<file path="config.mk">
export PLATFORM = sky130hd
export DESIGN_NAME = ovf_sticky_irq
export DESIGN_NICKNAME = d
export VERILOG_FILES = /design/src/rtl/ovf_pkg.sv /design/src/rtl/ovf_chan_fsm.sv /design/src/rtl/ovf_bus_dec.sv /design/src/rtl/ovf_irq_comb.sv /design/src/rtl/ovf_sticky_irq.sv
export SDC_FILE = /design/constraint.sdc
export NUM_CORES = 1
export LEC_CHECK = 0
export BUFFER_PORTS_ARGS = -buffer_cell sky130_fd_sc_hd__clkbuf_2
export CORE_MARGIN = 4
export CORE_UTILIZATION = 26
export DETAILED_ROUTE_END_ITERATION = 7
export GPL_TIMING_DRIVEN = 0
export PLACE_DENSITY = 0.5
export SLEW_MARGIN = 30
export SYNTH_ARGS = -nofsm -noshare
export SYNTH_HDL_FRONTEND = slang
export SYNTH_HIERARCHICAL = 1
export SYNTH_SLANG_ARGS = --single-unit
export TNS_END_PERCENT = 10
</file>
<file path="constraint.sdc">
create_clock -name clk -period 2.4 [get_ports clk]
set_input_delay 0.48 -clock clk [delete_from_list [all_inputs] [get_ports clk]]
set_output_delay 0.48 -clock clk [all_outputs]
set_load 0.01 [all_outputs]
</file>
<file path="src/rtl/ovf_pkg.sv">
package ovf_pkg;

    typedef enum logic {
        CH_CLEAN = 1'b0,
        CH_HELD  = 1'b1
    } ch_state_e;

    typedef enum logic [2:0] {
        ACC_IDLE    = 3'd0,
        ACC_STAT_RD = 3'd1,
        ACC_STAT_WR = 3'd2,
        ACC_MASK_RD = 3'd3,
        ACC_MASK_WR = 3'd4,
        ACC_OTHER   = 3'd5
    } acc_kind_e;

endpackage

</file>
<file path="src/rtl/ovf_chan_fsm.sv">
module ovf_chan_fsm
    import ovf_pkg::*;
(
    input  logic clk,
    input  logic rst_n,
    input  logic evt,
    input  logic clr_rd,
    output logic stat_n
);

    ch_state_e state_q;
    ch_state_e state_d;

    // state register
    always_ff @(posedge clk or negedge rst_n) begin
        if (!rst_n) begin
            state_q <= CH_CLEAN;
        end else begin
            state_q <= state_d;
        end
    end

    // transitions: EV_CAPTURE, EV_RELEASE, EV_HOLD
    always_comb begin
        state_d = state_q;
        unique case (state_q)
            CH_CLEAN: begin
                if (evt) begin
                    state_d = CH_HELD;
                end
            end
            CH_HELD: begin
                if (clr_rd && !evt) begin
                    state_d = CH_CLEAN;
                end
            end
            default: state_d = CH_CLEAN;
        endcase
    end

    // outputs: active-low status
    always_comb begin
        unique case (state_q)
            CH_CLEAN: stat_n = 1'b1;
            CH_HELD:  stat_n = 1'b0;
            default:  stat_n = 1'b1;
        endcase
    end

endmodule

</file>
<file path="src/rtl/ovf_bus_dec.sv">
module ovf_bus_dec
    import ovf_pkg::*;
#(
    parameter int NUM_CH    = 4,
    parameter int DATA_W    = 8,
    parameter int ADDR_W    = 8,
    parameter int STAT_ADDR = 2,
    parameter int MASK_ADDR = 3
) (
    input  logic              clk,
    input  logic              rst_n,
    input  logic [ADDR_W-1:0] bus_addr,
    input  logic              bus_rd,
    input  logic              bus_wr,
    input  logic [DATA_W-1:0] bus_wdata,
    input  logic [NUM_CH-1:0] stat_vec,
    output logic [NUM_CH-1:0] mask_vec,
    output logic              clr_rd,
    output logic [DATA_W-1:0] bus_rdata
);

    localparam logic [ADDR_W-1:0] A_STAT = ADDR_W'(STAT_ADDR);
    localparam logic [ADDR_W-1:0] A_MASK = ADDR_W'(MASK_ADDR);

    acc_kind_e         acc;
    logic [NUM_CH-1:0] mask_q;

    // classify this cycle's access
    always_comb begin
        acc = ACC_IDLE;
        if (bus_rd || bus_wr) begin
            if (bus_addr == A_STAT) begin
                acc = bus_rd ? ACC_STAT_RD : ACC_STAT_WR;
            end else if (bus_addr == A_MASK) begin
                acc = bus_wr ? ACC_MASK_WR : ACC_MASK_RD;
            end else begin
                acc = ACC_OTHER;
            end
        end
    end

    // mask register
    always_ff @(posedge clk or negedge rst_n) begin
        if (!rst_n) begin
            mask_q <= '1;
        end else if (acc == ACC_MASK_WR) begin
            mask_q <= bus_wdata[NUM_CH-1:0];
        end
    end

    assign mask_vec = mask_q;

    // a status read clears the sticky bits at this edge
    assign clr_rd = (acc == ACC_STAT_RD);

    // read data shows the addressed register before any clear takes effect
    always_comb begin
        bus_rdata = '1;
        if (bus_addr == A_STAT) begin
            bus_rdata[NUM_CH-1:0] = stat_vec;
        end else if (bus_addr == A_MASK) begin
            bus_rdata[NUM_CH-1:0] = mask_q;
        end
    end

endmodule

</file>
<file path="src/rtl/ovf_irq_comb.sv">
module ovf_irq_comb #(
    parameter int NUM_CH = 4
) (
    input  logic [NUM_CH-1:0] stat_vec,
    input  logic [NUM_CH-1:0] mask_vec,
    output logic              irq_pull_low
);

    logic [NUM_CH-1:0] pend;

    for (genvar g = 0; g < NUM_CH; g++) begin : g_pend
        assign pend[g] = !stat_vec[g] && mask_vec[g];
    end

    assign irq_pull_low = |pend;

endmodule

</file>
<file path="src/rtl/ovf_sticky_irq.sv">
module ovf_sticky_irq
    import ovf_pkg::*;
#(
    parameter int NUM_CH    = 4,
    parameter int DATA_W    = 8,
    parameter int ADDR_W    = 8,
    parameter int STAT_ADDR = 2,
    parameter int MASK_ADDR = 3
) (
    input  logic              clk,
    input  logic              rst_n,
    input  logic [NUM_CH-1:0] ovf_evt,
    input  logic [ADDR_W-1:0] bus_addr,
    input  logic              bus_rd,
    input  logic              bus_wr,
    input  logic [DATA_W-1:0] bus_wdata,
    output logic [DATA_W-1:0] bus_rdata,
    output logic              irq_pull_low
);

    logic [NUM_CH-1:0] stat_vec;
    logic [NUM_CH-1:0] mask_vec;
    logic              clr_rd;

    for (genvar g = 0; g < NUM_CH; g++) begin : g_ch
        ovf_chan_fsm u_ch (
            .clk    (clk),
            .rst_n  (rst_n),
            .evt    (ovf_evt[g]),
            .clr_rd (clr_rd),
            .stat_n (stat_vec[g])
        );
    end

    ovf_bus_dec #(
        .NUM_CH    (NUM_CH),
        .DATA_W    (DATA_W),
        .ADDR_W    (ADDR_W),
        .STAT_ADDR (STAT_ADDR),
        .MASK_ADDR (MASK_ADDR)
    ) u_dec (
        .clk       (clk),
        .rst_n     (rst_n),
        .bus_addr  (bus_addr),
        .bus_rd    (bus_rd),
        .bus_wr    (bus_wr),
        .bus_wdata (bus_wdata),
        .stat_vec  (stat_vec),
        .mask_vec  (mask_vec),
        .clr_rd    (clr_rd),
        .bus_rdata (bus_rdata)
    );

    ovf_irq_comb #(
        .NUM_CH (NUM_CH)
    ) u_irq (
        .stat_vec     (stat_vec),
        .mask_vec     (mask_vec),
        .irq_pull_low (irq_pull_low)
    );

endmodule

</file>
## Word level (Yosys, flattened, before mapping)

Index checks and enable logic that the tools add are counted.

- Register bits after elaboration: 8
- Bits of input ports: 24
- Output and inout port bits: 9
- Logic and storage cells: 54

- Equality and inequality tests: 4
- Multiplexer cells: 23
- Bitwise operators: 4
- Reductions and logical operators: 18

Operators with widths:

| operator | number |
|---|---|
| == test 8 x 2 -> 1 bit, second input constant | 2 |
| one-hot mux 1 bit (2 select lines) | 8 |
| 2-to-1 mux 3 bit | 4 |
| logical AND 1 bit | 8 |
| logical NOT 1 bit | 8 |
| 2-to-1 mux 1 bit | 8 |
| 2-to-1 mux 4 bit | 2 |
| inverter 1 bit | 4 |
| OR reduction 4 bit | 1 |
| == test 3 x 1 -> 1 bit, second input constant | 1 |
| == test 3 bit, second input constant | 1 |
| 2-to-1 mux 2 bit | 1 |
| logical OR 1 bit | 1 |

## Longest topological paths before layout

Gate-level depths: netlist of the first run.

- Depth in word-level cells: 8
- Gate-level depth with buffers: 4
- Gate-level depth less buffers: 4

## Modules after synthesis

The synthesis of the first run kept the hierarchy.

By module, submodules not included:

| module | times used | cells each | area an instance (um^2) | seq. area each (um^2) |
|---|---|---|---|---|
| ovf_bus_dec | 1 | 28 | 295.3 | 105.1 |
| ovf_chan_fsm | 4 | 3 | 40.0 | 25.0 |
| ovf_irq_comb | 1 | 5 | 37.5 | 0.0 |

## Worst setup path before layout of the first run

OpenSTA, ideal clock, no wires.

- Path type: input to output
- From: input bus_addr[2]
- To: output bus_rdata[0]
- Arrival time: 1.367 ns
- Required time: 1.920 ns
- Path slack: 0.553 ns
- Stages: 3
- Buffers on the path: 0
- Cells stage by stage: or4b_4 > nor2_1 > nand2_1

- Word-level cells in the longest chain between the ends: 3
- Elaborated cells on any way between the ends: 4
- Classes of those cells: 2 x eq/ne; 2 x mux

RTL lines:

| item | RTL line | source |
|---|---|---|
| from (decl) | ovf_sticky_irq.sv:13 | `input logic [ADDR_W-1:0] bus_addr,` |
| == test 8 x 2 -> 1 bit | ovf_bus_dec.sv:61 | `end else if (bus_addr == A_MASK) begin` |
| 2-to-1 mux 4 bit | ovf_bus_dec.sv:61 |  |
| 2-to-1 mux 4 bit (*) | ovf_bus_dec.sv:59 | `if (bus_addr == A_STAT) begin` |
| to (decl) | ovf_sticky_irq.sv:17 | `output logic [DATA_W-1:0] bus_rdata,` |

Every way passes the cells marked *; elsewhere a longest branch is shown, timed or not.

## Worst setup path in the final report of the first run

Ends and elaborated chain as after synthesis.

==> results of run 1 <==
routing by layer:
layer | vias up | wire [um] | share of wire, %
li1 | 199 | - | -
met1 | 181 | 421 | 42
met2 | 23 | 460 | 46
met3 | 2 | 119 | 12
met4 | 0 | 4 | 0.40
met5 | - | 0 | 0
placed cells by master (no fill, tap or decap):
cell,count
nor3_4,1
inv_2,4
or4b_4,1
mux2i_1,4
clkbuf_4,3
nand2b_1,3
and3b_1,1
conb_1,4
dfrtp_1,4
dfstp_2,4
buf_4,4
mux2_2,4
or3_1,1
o21bai_2,4
nor2_1,1
o2111ai_2,1
nand2_1,5
inv_1,1
clkbuf_1,1
clkbuf_2,23
final timing paths:
check / from / end / slack [ps] / cells after the start
hold reg to reg: g_ch[1].u_ch/state_q / g_ch[1].u_ch/state_q / 520 / 2
min in group clk: ovf_evt[3] / g_ch[3].u_ch/state_q / 420 / 2
setup / recovery: bus_addr[2] / bus_rdata[0] / 260 / 5
max in group asynchronous: rst_n / u_dec/mask_vec[1] / 2090 / 1
setup reg to reg: u_dec/mask_vec[0] / u_dec/mask_vec[0] / 1670 / 1
hold / removal: rst_n / g_ch[2].u_ch/state_q / 70 / 1
cell type report:
cell class	count	area share [%]
Clock buffer	3	3.346
Tap cell	25	4.647
Sequential cell	8	30.48
Timing Repair Buffer	23	17.10
Buffer	5	5.019
Multi-Input combinational cell	30	36.62
Inverter	5	2.788
stage by stage:
step                      setup slack, ps  std cells  utilization, %  hold WS, ps  instance area, um^2
final                               264.0         99           38.16        65.31                673.1
after global routing                214.3         99           38.16        60.00                673.1
after CTS                           266.1         99           38.16        68.94                673.1
after detailed placement            268.0         96           36.88        339.9                650.6
after global placement              277.8         96           36.88        336.3                650.6
after floorplan                     552.8         48               -        184.4                504.2
power by group:
part	leakage, nW	internal [mW]	switching [mW]	total (mW)
registers	0.0764	0.141	0.00245	0.144
clock network	0.0138	0.0571	0.0447	0.102
logic	0.242	0.0276	0.0198	0.0474
cells by family (layout without fill, tap and decap cells):
group	Yosys count	in the layout	share of synthesized area (%)
multiplexers	8	8	17.26
other	1	4	0.7607
AND/OR/NAND/NOR	13	13	17.51
buffers and inverters	10	36	10.66
AO/OA/AOI/OAI	5	5	12.18
flip-flops	8	8	41.63
registers in the layout, summed over array words and instances (netlist names):
register           count
g_ch.u_ch/state_q      4
u_dec/mask_vec         4
worst max-delay path, cell delays in order:
cell and delay, ps:
clkbuf_2 80, or4b_4 550, nor2_1 310, nand2_1 100
clkbuf_2 140
==> impl_metrics.yaml, run 1 <==
outcome:
  outcome: "finished, final reports clean"
global_route:
  use_met2_pct: 12.29
  grtUsageMet1_pct: 9.498
  grt_pass1_wl_mm: 1.531
  antenna_found_initial: 0
  grt_use_met3_pct: 4.298
  grt-ovfl-total: 0
  grtUsageTotal_pct: 7.818
  busiest_layer: "met2"
  grt_max_degree: 9
  grt_pass1_vias: 390
clock_network:
  clockRootBuffer: "clkbuf_4"
  clkSinkCount: 8
  cts_tree: "built"
  cts.path.max_buffers: 2
  cts_setup_buffers: 0
  cts_buffers: 3
  clk_pin_slew_ps: 50
  hold_buffers: 0
  h-tree-depth: 1
  clk_latency_ps: 250
  cts_resized: 0
floorplanning:
  die_w_um: 51.55
  core_area_um2: 1764
  num_rows: 15
  start_util_pct: 27.94
  io_pins: 33
  die_h_um: 51.55
  dieArea_um2: 2657
timing:
  fin_worst_skew_ps: 0
  rsz0062_at_grt: "false"
  setup_tns_ps: 0
  min_period_ps: 2136
  finalHoldViolations: 0
  maxSlewViolCount: 0
  max_freq_ghz: 0.4682
  setup_viol_count_final: 0
  period_share_pct: 89.00
logic_synthesis:
  synth_top_cell_area_share_pct: 21.32
  synth_area_leaders: "dfstp_2 (21%), dfrtp_1 (20%), mux2_2 (9.1%)"
  synth_edf_count: 0
  ys_seq_area_share_pct: 41.62
  synth.most_common_cell: "nand2_1"
  async_reset_ff_share_pct: 100.0
  ys_seq_elements: 8
  synthCells: 45
  syn_area_per_cell_um2: 10.95
  yosysWarnings: 6
  synthFlopType: "dfstp_2"
  syn_area_um2: 493.0
  yosys.area.top_type: "dfstp_2"
  synth_cell_types: 18
route:
  viasPerCell: 4.091
  wl_per_cell_um: 10.14
  dr_total_vias: 405
  antenna_left: 0
  route.detailed.drc: 0
  first_pass_iters: 2
  drt-initial-drc-count: 4
  routed_wl_mm: 1.004
placement:
  portBuffers: 23
  place_congestion: 0.7023
  dp_hpwl_um: 857.3
pwr:
  peakVddDrop_v: 0.0002352
  p_per_area_nw_per_um2: 434.9
  p_total_mw: 0.2927
  leakagePower_nw: 0.3322
layout:
  syn_to_final_growth_pct: 36.55
  nNetsFinal: 100
  num_antenna_cells: 0
  ff_latch_area_um2: 205.2
  layout-drive-gt1-share_pct: 66.22
  fillers: 194
  multiInputGateArea_um2: 246.5
worst_setup_path:
  critPathArrivalTime_ps: 1660
  start_kind: "input port"
  crit_fanout: 5
  required_ps: 1920
  worstSetupPathType: "input port to output port"
  cp-end-kind: "output port"
run:
  drv_cap: 0
min_path:
  hp-class: "input port to async pin"
Note: power is estimated with default switching activity, not from simulation.
==> inputs of run 2 (changes only) <==
- REMOVE_ABC_BUFFERS: default -> 1
- SETUP_SLACK_MARGIN: default -> 0.15
==> run 2 against run 1 <==
  * Routed wire length down 5.3%
  * Largest cell class unchanged
  * Sequential share of layout area up 1.2 points
  * Cell area down 3.7%
  * Count of clock-buffer cells in the layout up 1
  * Flip-flop and latch count unchanged
  * Total power up 0.73%
  * Final cell count down 3.0%
  * Largest power group unchanged
==> impl_metrics.yaml, run 2 (synthesis results as in run 1) <==
pwr:
  comb_power_share_pct: 14.4
  seq_power_share_pct: 48.7
  clkPwrFrac_pct: 37.0
  intPower_mw: 0.2281
  peakVddDrop_v: 0.0002603
  p_switching_mw: 0.06676
  p_total_mw: 0.2949
  p_per_area_nw_per_um2: 455.0
  leakagePower_nw: 0.3197
  sw_frac_of_total_pct: 22.64
clock_network:
  clockRootBuffer: "clkbuf_4"
  cts_resized: 0
  hold_buffers: 0
  cts.path.max_buffers: 2
  cts_setup_buffers: 0
  clk_pin_slew_ps: 60
  cts_tree: "built"
  clk_latency_ps: 250
  h-tree-depth: 1
  clkSinkCount: 8
  cts_buffers: 3
layout:
  fin_util_pct: 36.74
  syn_to_final_growth_pct: 31.47
  nNetsFinal: 96
  layout-drive-gt1-share_pct: 64.79
  num_antenna_cells: 0
  layout_commonest_cell: "clkbuf_2"
  mostFrequentLayoutCells: "clkbuf_2 (24), nand2_1 (5)"
timing:
  setup_tns_ps: 0
  maxSlewViolCount: 0
  finalHoldViolations: 0
  hold_slack_ps: 59.92
  setup_viol_count_final: 0
  fin_worst_skew_ps: 0
  rsz0062_at_grt: "false"
  period_share_pct: 88.30
  fin_ws_ps: 280.9
  min_period_ps: 2119
  max_freq_ghz: 0.4719
global_route:
  grt_pass1_vias: 362
  grt-ovfl-total: 0
  antenna_found_initial: 0
  grt_pass1_wl_mm: 1.469
  grtUsageTotal_pct: 7.571
  grt_max_degree: 9
worst_setup_path:
  cp-end-kind: "output port"
  crit-reg2reg-capture: "u_dec/mask_vec[1]"
  worstSetupPathType: "input port to output port"
  cp-endpoint: "bus_rdata[1]"
  required_ps: 1920
  critPathLaunch: "bus_addr[2]"
  start_kind: "input port"
  critPathArrivalTime_ps: 1640
  r2r.worst_path.cells: 1
  crit-reg2reg-launch: "u_dec/mask_vec[1]"
  crit_fanout: 5
  reg2reg_setup_slack_ps: 1660
floorplanning:
  start_util_pct: 27.94
  num_rows: 15
  io_pins: 33
  core_area_um2: 1764
  dieArea_um2: 2657
  die_h_um: 51.55
  die_w_um: 51.55
placement:
  pre_cts_ws_ps: 250.9
  place_congestion: 0.6691
  dp_hpwl_um: 842.4
  portBuffers: 24
route:
  first_pass_iters: 1
  antenna_left: 0
  route.detailed.drc: 0
  wl_per_cell_um: 9.906
  viasPerCell: 4.073
  routed_wl_um: 951
  drt-initial-drc-count: 0
  dr_total_vias: 391
min_path:
  hp-class: "input port to async pin"
run:
  drv_cap: 0
outcome:
  outcome: "finished, final reports clean"
[run 2: routing by layer]
layer  share of wire (%)  global-route usage [%]  vias up
met5                   0                       0        -
met3                  14                   2.865        0
li1                    -                       -      194
met4                   0                   5.240        0
met2                  39                   8.898       23
met1                  47                   10.91      174
[run 2: final cells by class]
cell class	instances	area, um^2
repair buffers	24	120.1
flip-flops and latches	8	205.2
clock buffers	4	26.28
multi-input cells	30	246.5
well taps	25	31.28
inverters	5	18.77
fillers	215	1116
[run 2: metrics by stage]
step | cells | instance area, um^2
floorplan | 43 | 470.5
global placement | 92 | 621.8
detailed placement | 92 | 621.8
CTS | 96 | 648.1
global route | 96 | 648.1
finish | 96 | 648.1
[run 2: critical path, cell delays in order]
cell	delay, ps
clkbuf_2	80
or4b_4	550
nor2_1	300
nand2_1	90
clkbuf_2	140
[run 2: how the worst min path moves through the flow]
stage / endpoint / startpoint
3_3_place_gp: g_ch[0].u_ch/state_q / rst_n
5_1_grt: g_ch[0].u_ch/state_q / rst_n
2_1_floorplan: g_ch[0].u_ch/state_q / rst_n
4_1_cts: g_ch[0].u_ch/state_q / rst_n
6_report: g_ch[0].u_ch/state_q / rst_n
3_5_place_dp: g_ch[0].u_ch/state_q / rst_n
[run 2: power by group through the flow]
stage	logic, mW	clock network, mW	registers (mW)
after floorplan	0.0202	0	0.145
after global placement	0.0427	0	0.146
after detailed placement	0.0430	0	0.146
after CTS	0.0431	0.116	0.144
after global routing	0.0476	0.124	0.144
final	0.0424	0.109	0.144
